### src/rtl/txq_pkg.sv
package txq_pkg;
  typedef enum logic [1:0] {
    SEL_CTRL   = 2'd0,
    SEL_TXSTAT = 2'd1,
    SEL_ISTAT  = 2'd2,
    SEL_IMASK  = 2'd3
  } reg_sel_e;

  typedef enum logic [1:0] {
    ST_IDLE = 2'd0,
    ST_SEND = 2'd1,
    ST_WAIT = 2'd2
  } tx_state_e;

  localparam int CTRL_TRIG_BIT = 0;
  localparam int CTRL_ACK_BIT  = 2;
  localparam int PREFIX_BYTES  = 2;
endpackage

### src/rtl/txq_buf.sv
module txq_buf #(
  parameter int DEPTH = 128,
  parameter int DW    = 8,
  parameter int AW    = $clog2(DEPTH)
) (
  input  logic          clk_i,
  input  logic          rst_ni,
  input  logic          we_i,
  input  logic [AW-1:0] waddr_i,
  input  logic [DW-1:0] wdata_i,
  input  logic [AW-1:0] raddr_i,
  output logic [DW-1:0] rdata_o,
  output logic [DW-1:0] len_o
);
  logic [DW-1:0] mem_q [DEPTH];

  always_ff @(posedge clk_i or negedge rst_ni) begin
    if (!rst_ni) begin
      for (int i = 0; i < DEPTH; i++) mem_q[i] <= '0;
    end else if (we_i) begin
      mem_q[waddr_i] <= wdata_i;
    end
  end

  assign rdata_o = mem_q[raddr_i];
  assign len_o   = mem_q[1];
endmodule

### src/rtl/txq_stream.sv
module txq_stream
  import txq_pkg::*;
#(
  parameter int DEPTH = 128,
  parameter int DW    = 8,
  parameter int AW    = $clog2(DEPTH)
) (
  input  logic          clk_i,
  input  logic          rst_ni,
  input  logic          start_i,
  input  logic [DW-1:0] len_raw_i,
  input  logic [DW-1:0] rdata_i,
  output logic [AW-1:0] rd_addr_o,
  input  logic          tx_ready_i,
  input  logic          res_valid_i,
  output logic          tx_valid_o,
  output logic [DW-1:0] tx_data_o,
  output logic          tx_last_o,
  output logic          frame_done_o,
  output logic          res_take_o,
  output logic          busy_o
);
  localparam int MAX_PAY = DEPTH - PREFIX_BYTES;
  localparam logic [DW-1:0] MAX_LEN = DW'(MAX_PAY);

  tx_state_e     state_q;
  logic [AW-1:0] ptr_q, last_q;
  logic [DW-1:0] len_q, len_c;

  assign len_c = (len_raw_i > MAX_LEN) ? MAX_LEN : len_raw_i;

  always_ff @(posedge clk_i or negedge rst_ni) begin
    if (!rst_ni) begin
      state_q <= ST_IDLE;
      ptr_q   <= '0;
      last_q  <= '0;
      len_q   <= '0;
    end else begin
      unique case (state_q)
        ST_IDLE: if (start_i) begin
          state_q <= ST_SEND;
          ptr_q   <= '0;
          len_q   <= len_c;
          last_q  <= AW'(len_c) + AW'(PREFIX_BYTES - 1);
        end
        ST_SEND: if (tx_ready_i) begin
          if (ptr_q == last_q) state_q <= ST_WAIT;
          else                 ptr_q   <= ptr_q + AW'(1);
        end
        ST_WAIT: if (res_valid_i) state_q <= ST_IDLE;
        default: state_q <= ST_IDLE;
      endcase
    end
  end

  assign rd_addr_o    = ptr_q;
  assign tx_valid_o   = (state_q == ST_SEND);
  // byte 1 goes out as the clamped length
  assign tx_data_o    = (ptr_q == AW'(1)) ? len_q : rdata_i;
  assign tx_last_o    = tx_valid_o && (ptr_q == last_q);
  assign frame_done_o = tx_last_o && tx_ready_i;
  assign res_take_o   = (state_q == ST_WAIT) && res_valid_i;
  assign busy_o       = (state_q != ST_IDLE);

  assert_hold_R6: assert property (@(posedge clk_i) disable iff (!rst_ni)
    tx_valid_o && !tx_ready_i |=> tx_valid_o && $stable(tx_data_o));
  assert_clamp_R3: assert property (@(posedge clk_i) disable iff (!rst_ni)
    tx_valid_o && ptr_q == AW'(1) |-> tx_data_o <= MAX_LEN);
  assert_end_R2: assert property (@(posedge clk_i) disable iff (!rst_ni)
    frame_done_o |=> !tx_valid_o);
  assert_no_early_result_R7: assert property (@(posedge clk_i) disable iff (!rst_ni)
    tx_valid_o |-> !res_take_o);
endmodule

### src/rtl/txq_regs.sv
module txq_regs
  import txq_pkg::*;
#(
  parameter int DW = 8
) (
  input  logic          clk_i,
  input  logic          rst_ni,
  input  logic          reg_we_i,
  input  logic          reg_re_i,
  input  logic [1:0]    reg_sel_i,
  input  logic [DW-1:0] reg_wdata_i,
  output logic [DW-1:0] reg_rdata_o,
  input  logic          busy_i,
  input  logic          frame_done_i,
  input  logic          res_take_i,
  input  logic          res_fail_i,
  output logic          start_o,
  output logic          ackreq_o,
  output logic          irq_no
);
  reg_sel_e      sel;
  logic          trig_q, ack_q, fail_q, done_q;
  logic [DW-1:0] mask_q;
  logic          ctrl_wr, istat_rd;

  assign sel      = reg_sel_e'(reg_sel_i);
  assign ctrl_wr  = reg_we_i && sel == SEL_CTRL && !busy_i;
  assign istat_rd = reg_re_i && sel == SEL_ISTAT;
  assign start_o  = ctrl_wr && reg_wdata_i[CTRL_TRIG_BIT];

  always_ff @(posedge clk_i or negedge rst_ni) begin
    if (!rst_ni) begin
      trig_q      <= 1'b0;
      ack_q       <= 1'b0;
      fail_q      <= 1'b0;
      done_q      <= 1'b0;
      mask_q      <= DW'(1);
      reg_rdata_o <= '0;
    end else begin
      if (ctrl_wr) ack_q <= reg_wdata_i[CTRL_ACK_BIT];
      if (start_o) trig_q <= 1'b1;
      else if (frame_done_i) trig_q <= 1'b0;
      if (res_take_i) fail_q <= res_fail_i;
      // new completion wins over read-clear
      if (res_take_i) done_q <= 1'b1;
      else if (istat_rd) done_q <= 1'b0;
      if (reg_we_i && sel == SEL_IMASK) mask_q <= reg_wdata_i;
      if (reg_re_i) begin
        unique case (sel)
          SEL_CTRL: begin
            reg_rdata_o <= '0;
            reg_rdata_o[CTRL_TRIG_BIT] <= trig_q;
            reg_rdata_o[CTRL_ACK_BIT]  <= ack_q;
          end
          SEL_TXSTAT: reg_rdata_o <= DW'(fail_q);
          SEL_ISTAT:  reg_rdata_o <= DW'(done_q);
          default:    reg_rdata_o <= mask_q;
        endcase
      end
    end
  end

  assign ackreq_o = ack_q;
  assign irq_no   = ~(done_q & ~mask_q[0]);

  assert_trig_clear_R5: assert property (@(posedge clk_i) disable iff (!rst_ni)
    frame_done_i |=> !trig_q);
  assert_trig_set_R5: assert property (@(posedge clk_i) disable iff (!rst_ni)
    start_o |=> trig_q);
  assert_done_set_R8: assert property (@(posedge clk_i) disable iff (!rst_ni)
    res_take_i |=> done_q);
  assert_done_clear_R8: assert property (@(posedge clk_i) disable iff (!rst_ni)
    istat_rd && !res_take_i |=> !done_q);
  assert_mask_R9: assert property (@(posedge clk_i) disable iff (!rst_ni)
    mask_q[0] |-> irq_no);
  assert_ctrl_locked_R10: assert property (@(posedge clk_i) disable iff (!rst_ni)
    busy_i && !frame_done_i |=> $stable(ack_q));
endmodule

### src/rtl/txq_frame_ctrl.sv
module txq_frame_ctrl #(
  parameter int DEPTH = 128,
  parameter int DW    = 8,
  parameter int AW    = $clog2(DEPTH)
) (
  input  logic          clk_i,
  input  logic          rst_ni,
  input  logic          buf_we_i,
  input  logic [AW-1:0] buf_addr_i,
  input  logic [DW-1:0] buf_wdata_i,
  input  logic          reg_we_i,
  input  logic          reg_re_i,
  input  logic [1:0]    reg_sel_i,
  input  logic [DW-1:0] reg_wdata_i,
  output logic [DW-1:0] reg_rdata_o,
  output logic          tx_valid_o,
  input  logic          tx_ready_i,
  output logic [DW-1:0] tx_data_o,
  output logic          tx_last_o,
  output logic          tx_ackreq_o,
  input  logic          res_valid_i,
  input  logic          res_fail_i,
  output logic          irq_no
);
  logic          busy, start, frame_done, res_take;
  logic [AW-1:0] rd_addr;
  logic [DW-1:0] rdata, len_raw;

  txq_buf #(.DEPTH(DEPTH), .DW(DW), .AW(AW)) u_buf (
    .clk_i   (clk_i),
    .rst_ni  (rst_ni),
    .we_i    (buf_we_i && !busy),
    .waddr_i (buf_addr_i),
    .wdata_i (buf_wdata_i),
    .raddr_i (rd_addr),
    .rdata_o (rdata),
    .len_o   (len_raw)
  );

  txq_stream #(.DEPTH(DEPTH), .DW(DW), .AW(AW)) u_stream (
    .clk_i        (clk_i),
    .rst_ni       (rst_ni),
    .start_i      (start),
    .len_raw_i    (len_raw),
    .rdata_i      (rdata),
    .rd_addr_o    (rd_addr),
    .tx_ready_i   (tx_ready_i),
    .res_valid_i  (res_valid_i),
    .tx_valid_o   (tx_valid_o),
    .tx_data_o    (tx_data_o),
    .tx_last_o    (tx_last_o),
    .frame_done_o (frame_done),
    .res_take_o   (res_take),
    .busy_o       (busy)
  );

  txq_regs #(.DW(DW)) u_regs (
    .clk_i        (clk_i),
    .rst_ni       (rst_ni),
    .reg_we_i     (reg_we_i),
    .reg_re_i     (reg_re_i),
    .reg_sel_i    (reg_sel_i),
    .reg_wdata_i  (reg_wdata_i),
    .reg_rdata_o  (reg_rdata_o),
    .busy_i       (busy),
    .frame_done_i (frame_done),
    .res_take_i   (res_take),
    .res_fail_i   (res_fail_i),
    .start_o      (start),
    .ackreq_o     (tx_ackreq_o),
    .irq_no       (irq_no)
  );

  assert_start_idle_R10: assert property (@(posedge clk_i) disable iff (!rst_ni)
    start |-> !busy);
  assert_result_once_R7: assert property (@(posedge clk_i) disable iff (!rst_ni)
    res_take |=> !res_take);
endmodule

### config.mk
export PLATFORM = sky130hd
export DESIGN_NAME = txq_frame_ctrl
export DESIGN_NICKNAME = d
export VERILOG_FILES = /design/src/rtl/txq_pkg.sv /design/src/rtl/txq_buf.sv /design/src/rtl/txq_stream.sv /design/src/rtl/txq_regs.sv /design/src/rtl/txq_frame_ctrl.sv
export SDC_FILE = /design/constraint.sdc
export NUM_CORES = 2
export LEC_CHECK = 0
export ABC_AREA = 1
export BUFFER_PORTS_ARGS = -buffer_cell sky130_fd_sc_hd__buf_4
export CORE_ASPECT_RATIO = 1.75
export CORE_MARGIN = 3
export CORE_UTILIZATION = 40
export CTS_CLUSTER_SIZE = 30
export DETAILED_ROUTE_END_ITERATION = 16
export PLACE_DENSITY_LB_ADDON = 0.3
export REMOVE_ABC_BUFFERS = 1
export SYNTH_ARGS = -nofsm -noshare
export SYNTH_HDL_FRONTEND = slang
export SYNTH_HIERARCHICAL = 1
export SYNTH_SLANG_ARGS = --single-unit
### constraint.sdc
create_clock -name clk_i -period 2.2 [get_ports clk_i]
set_input_delay 0.11 -clock clk_i [delete_from_list [all_inputs] [get_ports clk_i]]
set_output_delay 0.11 -clock clk_i [all_outputs]
set_load 0.02 [all_outputs]
# Word-level counts from Yosys, hierarchy flattened

Index checks and enable logic that the tools add are counted.

Output and inout port bits: 20
Register bits after elaboration: 1068
Bits of input ports: 33
Word-level logic and storage cells: 203

Add/sub/neg operators: 2
Reduce and logical (&&, ||, !) cells: 20
Multiplexer cells: 22
Bitwise operators: 5
Magnitude comparators: 4
Equality and inequality tests: 12

Operators with widths:

| kind                | number |
|---|---|
| $bwmux 1024         | 1 |
| $bmux 8 s7          | 1 |
| $demux 8 s7         | 1 |
| $mux 8              | 5 |
| $pmux 8 s3          | 1 |
| $mux 7              | 3 |
| $ge 8x8->1 const B  | 2 |
| $not 7->8           | 2 |
| $add 7x1->7 const B | 2 |
| $pmux 7 s2          | 1 |
| $logic_and 1x1->1   | 10 |
| $ne 2x2->1 const B  | 5 |
| $gt 8x7->1 const B  | 1 |
| $lt 8x1->1 const B  | 1 |
| $mux 2              | 4 |
| $reduce_and 4->1    | 2 |
| $reduce_bool 2->1   | 4 |
| $eq 7x1->1 const B  | 1 |
| $eq 7x7->1          | 1 |
| $eq 2x2->1 const B  | 3 |
| $pmux 2 s3          | 1 |
| $eq 2x1->1 const B  | 2 |
| $logic_not 2->1     | 2 |
| $mux 1              | 4 |
| other kinds (4)     | 5 |

# Depth between registers and ports, before layout

Depth in word-level cells: 6
Depth in mapped cells: 17
Depth with buffers taken out: 13

# By module

Netlist, hierarchy kept.

Modules (own cells, without submodules):

| module         | sequential area each (µm²) | instances | cells each | area an instance (µm²) |
|---|---|---|---|---|
| txq_buf        | 25624.6                    | 1         | 5863       | 46955.0 |
| txq_stream     | 600.6                      | 1         | 212        | 1570.3 |
| txq_regs       | 501.7                      | 1         | 100        | 873.3 |
| txq_frame_ctrl | 0.0                        | 1         | 2          | 10.0 |

# Worst setup path after synthesis

OpenSTA, ideal clock, no wires.

Path type: register -> output
Start: register u_stream.ptr_q[0] (netlist: u_stream/rd_addr_o[0])
End: output tx_data_o[0]
Cell stages (with the launch flop): 18
Slack: -0.053 ns
Path buffers: 4
Required time: 2.090 ns
Arrival time: 2.143 ns
Cell sequence: dfrtp_1 > buf_2 > inv_1 > buf_2 > buf_2 > buf_1 > nand2_1 > nand3_1 > nand3_1 > nand3_1 > nand2_1 > nand2_1 > nand3_1 > nand2_1 > nand2_1 > nand2_1 > nand2_1 > o21ai_0

Cells in the longest elaborated chain, start to end: 5
Elaborated cells between the ends (all ways): 6
Those cells by class: eq/ne (1); mux (4); bitwise (1)

Ends and longest elaborated chain:

| item                                       | RTL line             | text |
|---|---|---|
| from (decl)                                | txq_stream.sv:27     | `logic [AW-1:0] ptr_q, last_q;` |
| from (signal assigned)                     | txq_stream.sv:48     | `else ptr_q <= ptr_q + AW'(1);` |
| $not 7->8 (implied by the code)            | txq_buf.sv:25        | `assign rdata_o = mem_q[raddr_i];` |
| $bmux 8 s7                                 | txq_buf.sv:25        |  |
| $mux 8 (implied by the code) (2 in series) | txq_buf.sv:25        |  |
| named net rdata[0]                         | txq_frame_ctrl.sv:27 | `logic [DW-1:0] rdata, len_raw;` |
| $mux 8                                     | txq_stream.sv:59     | `assign tx_data_o = (ptr_q == AW'(1)) ? len_q : rdata_i;` |
| to (decl)                                  | txq_frame_ctrl.sv:18 | `output logic [DW-1:0] tx_data_o,` |

The timed path passes the listed nets, and every way through them passes these cells. The select of a mux whose other input is x is not followed.

# Final worst setup path

Start: register u_stream.ptr_q[0] (netlist: u_stream/rd_addr_o[0])
End: output tx_data_o[4]

The elaborated chain is that of the path after synthesis.

==> metrics.cfg <==
[outcome]
status=complete, but fails checks
violations=setup timing

[power]
internal_power_mw=37.2
p_seq_share_pct=34.2
switching_power_mw=20.9
pwr-share-clk_pct=31.2
p_comb_share_pct=34.7
swShare_pct=36.0
leakagePower_nw=27.5
ir_worst_vdd_uv=633
powerDensity_mw_per_mm2=962
totalPowerFinal_mw=58.2

[synthesis]
synth_area_leaders=dfrtp_1, nand2_1, nand3_1, o21ai_0, clkbuf_1
synth_seq_cells=1068
postSynthAreaPerCell_sq_um=8.00
yosys.area_share.simple_pct=30.0
yosysWarnings=6
synth.cell_area_sq_mm=0.0494
yosysSeqAreaShare_pct=54.1
synth_mux_area_share_pct=0.0684
synth_top_area_cell=dfrtp_1
syn_inst=6177
synth_cell_types=38
synth-compound-area-share_pct=10.9
yosysTopAreaCellShare_pct=54.0
synth_top_family_by_area=simple AND/OR/NAND/NOR gates
synth_xor_xnor_area_share_pct=0.124
synthAdderAreaFrac_pct=0.0760

[clocking]
cts_sinks=1068
insertion_delay_ns=0.72
clk_pin_slew_ns=0.07
cts-buffers-inserted=98
htreeDepth=3
cts_tree=done
root_buffer=clkbuf_16
cts.path.max_buffers=3

[global_routing]
use_met3_pct=3.27
gr-max-usage-layer=met2
grt_pass1_vias=43500
use_met2_pct=45.3
grtUsageMet1_pct=30.9
grt_pass1_wl_mm=260
grt_use_total_pct=26.1
grt_max_degree=111
grt.overflow.total=0
antenna_found_initial=3

[worst_setup_path]
r2r_setup_slack_ns=0.11
worstSetupPathType=flop to output pin
cp-start-kind=flop
cpMostUsedCell=nand2_1
cpMaxStageDelayCell=dfrtp_4
crit_required_ns=2.09
end_kind=output pin
crit_family=simple AND/OR/NAND/NOR gates
cp.arrival_ns=3.22
cp_max_fo=30
crit_buf_inv=4
path_cells=buf_12 -> buf_4 -> buf_12 -> nand2_1 -> nand3_1 -> nand3_1 -> nand3_1 -> nand2_2 -> nand2_1 -> nand3_2 -> nand2_1 -> nand2_2 -> nand2_1 -> mux2_4 -> buf_6
cp_slowest_stage_delay_ns=0.50

[final_layout]
syn_to_final_growth_pct=22.4
fin_util_pct=49.3
fin_nets=6392
fillers=11600
layout-drive-gt1-share_pct=16.5

[timing]
skew_ns=0.0319
maxSlewViolCount=0
fin_hold_ws_ns=0.0946
tightestPinTransition_ns=0.785
slew-limit-headroom_pct=47.5
period_needed_ns=3.33
hold_violations=0
fin_crit_sh_pct=151
fmax_mhz=300
fin_ws_ns=-1.13
rsz0062_at_grt=yes
setup_viol=9

[route]
ant_nets=0
routed_wl_mm=170
drt_iter0_drc=4099
drt_first_pass_iters=6
vias_per_cell=5.47
num_vias=44200
wl_per_cell_um=21.1
drc_errors=0

[placement]
dp_hpwl_mm=112
io_buffers=52
gp_congestion=0.933

[floorplanning]
core-area_sq_mm=0.123
die_area_sq_mm=0.128
initial_core_util_pct=40.3
ios=53
row_count=170
die_y_um=471
dieWidth_um=272

[run]
drv_cap=0

[hold_path]
hp-class=input pin to flop

worst reg2reg max path: stages (launching register included):
cell     delay, ns
dfrtp_1       0.39
inv_2         0.07
nand2_2       0.07
nor2_4        0.19
inv_4         0.13
nor4_4        0.31
buf_4         0.31
nand2_1       0.13
buf_4         0.19
nand2_1       0.06
o21ai_0       0.08
cells in the final DEF, fill, tap and decap left out, types with 11 or more instances in the layout:
cell / count
a21oi_1: 105
buf_12: 95
buf_16: 18
buf_4: 340
buf_6: 39
clkbuf_1: 11
clkbuf_16: 113
clkbuf_8: 16
clkinv_2: 29
dfrtp_1: 1063
dlygate4sd3_1: 45
inv_1: 49
nand2_1: 2227
nand2_2: 65
nand2_4: 41
nand3_1: 761
nand3_2: 176
nand3_4: 16
nor2_1: 138
nor2_2: 12
o21ai_0: 841
o21ai_1: 110
power by group through the flow:
stage	sequential, mW	clock [mW]	combinational [mW]
3_3_place_gp	20.3	0	17.3
3_5_place_dp	20.3	0	17.2
6_report	19.9	18.1	20.2
2_1_floorplan	21.0	0	5.57
4_1_cts	19.9	18.4	19.0
5_1_grt	19.9	19.2	21.0
worst paths after layout:
path,startpoint,end,depth (start not counted)
max,u_stream/rd_addr_o[0],tx_data_o[4],15
min,buf_addr_i[2],u_buf/mem_q[1007],5
max reg2reg,u_stream/state_q[0],u_buf/mem_q[345],10
min reg2reg,u_buf/mem_q[235],u_buf/mem_q[235],2
max in group asynchronous,rst_ni,u_buf/mem_q[638],3
min in group asynchronous,rst_ni,u_stream/len_q[3],3
synthesized netlist by cell type:
cell,count
buf_4,9
mux2_2,3
o21a_1,3
buf_2,75
a21oi_1,105
o21ai_1,109
nand2_4,35
nand2_2,12
clkinv_4,1
nand2_1,2286
nand4_1,3
nor3_2,9
buf_6,21
nand3_1,952
inv_4,3
nand3_4,1
nor3_1,10
dfrtp_1,1067
nor2_2,12
inv_1,54
a21o_1,1
ha_1,3
o21ai_0,845
xor2_1,2
dfstp_2,1
nor4_4,6
o22ai_1,1
nor2_1,139
or2_2,2
and3_1,1
buf_1,36
inv_2,11
nor3b_1,1
nor2_4,6
clkinv_1,5
xnor2_1,5
clkbuf_1,339
o21ai_2,3
layout make-up:
class | count | area [sq um] | area share (%)
Timing Repair Buffer | 558 | 6320 | 10.5
Timing Repair inverter | 1 | 16.3 | 0.0269
Clock buffer | 127 | 2760 | 4.57
Sequential cell | 1068 | 26700 | 44.2
Inverter | 74 | 354 | 0.586
Tap cell | 1634 | 2040 | 3.38
Clock inverter | 56 | 626 | 1.03
Multi-Input combinational cell | 4555 | 21600 | 35.7
Antenna cell | 3 | 7.51 | 0.0124
what timing repair did:
action / in CTS / in global routing
hold endpoints to repair: 1293 / 0
hold buffers: 45 / 0
setup endpoints to repair: 163 / 460
buffers inserted: 14 / 8
gates resized for setup: 230 / 148
gates cloned: 9 / 13
pin swaps: 45 / 59
kinds of logic after synthesis:
family / after synthesis
mux: 3
flops: 1068
xor+xnor: 7
compound gates: 1067
simple gates: 3475
fa+ha+maj: 3
buf+inv: 554
routing by layer:
layer	vias up	part of all wire, %
li1	20700	-
met1	21400	37
met2	1632	50
met3	483	5.8
met4	0	6.9
met5	-	0
through the flow:
step / setup WS [ns] / instance area, sq um / TNS, ns / instances
finish: -1.13 / 60500 / -8.91 / 8076
global route: -1.21 / 60500 / -9.84 / 8075
CTS: -1.11 / 59400 / -9.24 / 8054
detailed placement: -0.544 / 54200 / -5.15 / 7803
global placement: -0.516 / 54200 / -4.15 / 7803
floorplan: -25.55 / 47300 / -465.75 / 5697
state kept, by name, indices dropped and copies added, names as in the netlist:
| signal | count |
|---|---|
| u_buf/mem_q | 1016 |
| u_regs/fail_q | 1 |
| u_stream/len_q | 8 |
| u_stream/last_q | 7 |
| u_regs/trig_q | 1 |
| u_stream/state_q | 2 |
| u_regs/reg_rdata_o | 8 |
| u_regs/mask_q | 8 |
| u_buf/len_o | 8 |
| u_regs/ackreq_o | 1 |
| u_stream/rd_addr_o | 7 |
| u_regs/done_q | 1 |
No activity file was read; power rests on OpenSTA's default activity.
